**config.mk**
```make
export PLATFORM = sky130hd
export DESIGN_NAME = pec_verdict
export DESIGN_NICKNAME = d
export VERILOG_FILES = /design/src/rtl/smbus_pec_pkg.sv /design/src/rtl/pec_verdict.sv
export SDC_FILE = /design/constraint.sdc
export NUM_CORES = 1
export LEC_CHECK = 0
export BUFFER_PORTS_ARGS = -buffer_cell sky130_fd_sc_hd__clkbuf_2
export CORE_AREA = 2 2 39 41
export CTS_BUF_LIST = sky130_fd_sc_hd__clkbuf_16
export CTS_CLUSTER_DIAMETER = 30
export CTS_CLUSTER_SIZE = 20
export DETAILED_ROUTE_END_ITERATION = 7
export DIE_AREA = 0 0 41 43
export PLACE_DENSITY_LB_ADDON = 0.08
export SYNTH_ARGS = -nofsm -noshare
export SYNTH_HDL_FRONTEND = slang
export SYNTH_SLANG_ARGS = --single-unit
```
**constraint.sdc**
```tcl
create_clock -name clk -period 0.9 [get_ports clk]
set_input_delay 0.18 -clock clk [delete_from_list [all_inputs] [get_ports clk]]
set_output_delay 0.18 -clock clk [all_outputs]
set_load 0.02 [all_outputs]
```
**src/rtl/smbus_pec_pkg.sv**
```systemverilog
package smbus_pec_pkg;
  localparam int unsigned BYTE_W = 8;
  localparam logic [BYTE_W-1:0] SMBUS_POLY = 8'h07;
  localparam logic [BYTE_W-1:0] SMBUS_INIT = 8'h00;

  typedef enum logic [1:0] {
    VERDICT_NONE = 2'd0,
    VERDICT_PASS = 2'd1,
    VERDICT_FAIL = 2'd2
  } verdict_e;
endpackage

```
**src/rtl/pec_verdict.sv**
```systemverilog
module pec_verdict
  import smbus_pec_pkg::*;
#(
  parameter int unsigned W = 8
) (
  input  logic         clk,
  input  logic         rst_n,
  input  logic         beat,
  input  logic         som,
  input  logic         pec,
  input  logic [W-1:0] data,
  input  logic [W-1:0] base,
  output logic         done,
  output logic         pass,
  output logic         fail,
  output logic         nack
);
  verdict_e state_q;
  logic     match;

  assign match = (data == base);

  always_ff @(posedge clk or negedge rst_n) begin
    if (!rst_n) begin
      state_q <= VERDICT_NONE;
      done    <= 1'b0;
      nack    <= 1'b0;
    end else begin
      done <= beat && pec;
      nack <= beat && pec && !match;
      if (beat && pec) begin
        state_q <= match ? VERDICT_PASS : VERDICT_FAIL;
      end else if (beat && som) begin
        state_q <= VERDICT_NONE;
      end
    end
  end

  assign pass = (state_q == VERDICT_PASS);
  assign fail = (state_q == VERDICT_FAIL);
endmodule

```
# After elaboration in Yosys (flattened, before gate mapping)
# Cells that the tools add are included.
[word_totals]
regBits = 4
latch_bits = 0
mem_bits_rw = 0
mem_bits_ro = 0
out_inout_bits = 4
wordCells = 14
memories = 0
[op_classes]
addsub = 0
multipliers = 0
n_div = 0
magnitude_cmp = 0
n_eq_ne = 3
shift = 0
mux = 3
n_bitwise = 0
n_reduce_logical = 5
[op_table]
columns = ["operator", "count"]
rows = [
  ["$eq A8 B8 Y1", 1],
  ["$mux W2", 3],
  ["$logic_and A1 B1 Y1", 3],
  ["$eq A2 B1 Y1 const B", 1],
  ["$eq A2 B2 Y1 const B", 1],
  ["$reduce_bool A2 Y1", 1],
  ["$logic_not A1 Y1", 1],
]

# Depth between registers and ports, before layout
[depth]
depth_word = 3
mapped_depth = 4

# Worst setup path before layout
# OpenSTA, ideal clock, no wires.
[synth_path]
path_type = "input -> register"
start = "input base[6]"
end = "register state_q[0]"
setup_time_ps = 67
t_arrival_ps = 840
t_required_ps = 833
path_slack_ps = -8
path_stages = 3
path_buffers = 0
path_cell_list = "xor2_1 nor4_2 a32o_1"
[synth_via]
elab_chain_len = 3
[synth_rtl]
columns = ["element", "line", "source"]
rows = [
  ["from (decl)", "pec_verdict.sv:12", "input logic [W-1:0] base,"],
  ["$eq A8 B8 Y1", "pec_verdict.sv:21", "assign match = (data == base);"],
  ["$mux W2", "pec_verdict.sv:32", "state_q <= match ? VERDICT_PASS : VERDICT_FAIL;"],
  ["$mux W2", "pec_verdict.sv:31", "if (beat && pec) begin"],
  ["to (signal assigned)", "pec_verdict.sv:32", ""],
  ["to (decl)", "pec_verdict.sv:18", "verdict_e state_q;"],
]
# Every way passes these cells.
# A chain may end at the register's enable or synchronous reset.

# Worst setup path in the final report
[layout_path]
start = "register state_q[1]"
end = "output fail"
[layout_via]
elab_chain_len = 1
[layout_rtl]
columns = ["element", "line", "source"]
rows = [
  ["$eq A2 B2 Y1", "pec_verdict.sv:40", "assign fail = (state_q == VERDICT_FAIL);"],
  ["to (decl)", "pec_verdict.sv:15", "output logic fail,"],
]
# Every way passes these cells.

==> results.txt <==
Worst Path Max Fanout: 3
Via count: 302
Die area: 1760 µm²
Placed Area: 392 µm²
Largest net degree at the start of global routing: 6
Final Util: 0.383
FF+latch count, synth: 4
Clock latency on the worst-skew pair: 220 ps
Slew Viols, Final: 0
Fin area: 531 µm²
Rows: 14
Reg clk slew, reported paths: 30 ps
Yosys cell types: 12
Area Growth Syn to Fin: 108%
CTS tree: built
Fin crit share: 1.19
Fin Setup TNS: -341 ps
Number of routed nets with antenna violations: 0
CP arrival: 890 ps
Core box area: 1380 µm²
Die X: 41 µm
Clock Skew: 0 ps
Final Setup Violations: 2
CP max stage delay: 380 ps
Fin worst setup slack: -172 ps
Worst setup SP type: flop
Fin crit period: 1070 ps
CP Capture Type: output pin
DR WL/cell: 9.33 µm
First-pass GRT wire length: 938 µm
Placer Congestion: 0.589
Gr ovfl total: 0
Synth Instances: 24
Commonest non-fill, non-tap cell in the layout: clkbuf_2
GRT Total Usage: 0.0874
CTS sink count: 4
Fin. Hold Viols: 0
Worst min path class: in -> reg
Lkg Pwr: 0.277 nW
Buf/Inv on CP: 1
Crit Path Category: reg -> out
Worst-path cell with the longest stage delay: dfrtp_1
Most frequent cells in the layout: clkbuf_2 (19), xor2_1 (8), dfrtp_1 (4), buf_6 (4), buf_4 (4)
Mapped Area: 255 µm²
I/O Buffers: 24
CTS Root Cell: clkbuf_16
Vias in the first global route: 282
Top Ports: 25
Drt drc: 0
Post-Route WL: 653 µm
Mean Syn Cell Area: 10.6 µm²
Delay-heaviest family, CP: flip-flops
Fin nets: 77
Starting DRT DRC Count: 1
Failing checks: setup timing
CTS buffer count: 3
Drt pass-1 iters: 2
Hold WS: 287 ps
Initial Util: 0.184
Worst Tran Pin Value: 331 ps
DR vias/cell: 4.31
RSZ-0062 raised after global routing: yes
Share of cells above drive strength 1: 0.630
Clock buffer depth: 2
Max-cap violations: 0
VDD IR max: 0.000611 V
Antenna cell count: 0
Crit-path cells: nor2b_1, buf_4
Initial antenna violation count: 0
WP data required: 720 ps
Status: finished with violations
Pwr Density: 1970 nW/µm²
Slew HR: 0.777
H-tree depth: 1
Die Height: 43 µm
Yosys warns: 0
Seq/Total Area, Yosys: 0.392
Fmax: 932 MHz
Tot Pwr: 1.04 mW
Syn nets: 45
## report_power, final
group	total, mW	internal, mW	switching, mW
combinational	0.157	0.0887	0.0687
clock	0.688	0.567	0.121
sequential	0.198	0.191	0.00655
total	1.04	0.847	0.197
## registers in the layout (all words and copies together) (netlist names)
register / flops
state_q: 2
done: 1
nack: 1
## per-layer routing
metal / track usage / routed length (µm)
met1: 0.0581 / 183
met4: 0.100 / 22
met5: 0 / 0
met3: 0.0314 / 94
met2: 0.150 / 352
## worst min-delay path, delay by kind of cell
kind,cells,cell delay [ps]
AO/OA/AOI/OAI,2,200
buffers and inverters,1,100
## timing repair
item | in CTS | in global routing
hold endpoints to repair | 4 | 0
hold buffers | 1 | 0
resized for setup | 1 | 14
cloned | 0 | 0
buffers inserted | 1 | 2
pin swaps | 0 | 3
setup endpoints to repair | 4 | 7
## synth_stat cells, drive strengths merged
cell    number  share of area
and2         1          0.025
a32o         1          0.039
a31oi        1          0.025
a21oi        1          0.020
xor2         8           0.27
o21ai        1          0.020
a21boi       1          0.029
nand2        1          0.015
dfrtp        4           0.39
nor2b        2          0.049
clkbuf       1          0.015
nor4         2          0.098
## cell families (layout without fill, tap and decap cells)
| logic type | count (synthesis) | in the layout | synth area share |
|---|---|---|---|
| XOR/XNOR | 8 | 8 | 0.275 |
| buffers and inverters | 1 | 31 | 0.0147 |
| flip-flops | 4 | 4 | 0.392 |
| AO/OA/AOI/OAI | 5 | 5 | 0.132 |
| AND/OR/NAND/NOR | 6 | 6 | 0.186 |
## worst paths after layout
path | from | end | slack [ps] | cells after the start
hold / removal | beat | state_q[0] | 290 | 3
setup reg to reg | state_q[0] | state_q[0] | 40 | 2
setup / recovery | state_q[1] | fail | -170 | 2
hold reg to reg | state_q[0] | state_q[0] | 620 | 2
min in group asynchronous | rst_n | state_q[1] | 300 | 2
max in group asynchronous | rst_n | done | 480 | 2
## stage by stage
step           std cells  setup WS (ps)
4_1_cts               68           -177
6_report              70           -172
2_1_floorplan         24          -3.01
3_5_place_dp          63           -221
5_1_grt               70           -222
3_3_place_gp          63           -188
## area by class of cell
type	count	area [µm²]
Sequential cell	4	100
Timing Repair Buffer	28	180
Multi-Input combinational cell	19	155
Tap cell	16	20.0
Clock buffer	3	75.1
Fill cell	152	853
Note: power is estimated with default switching activity, not from simulation.
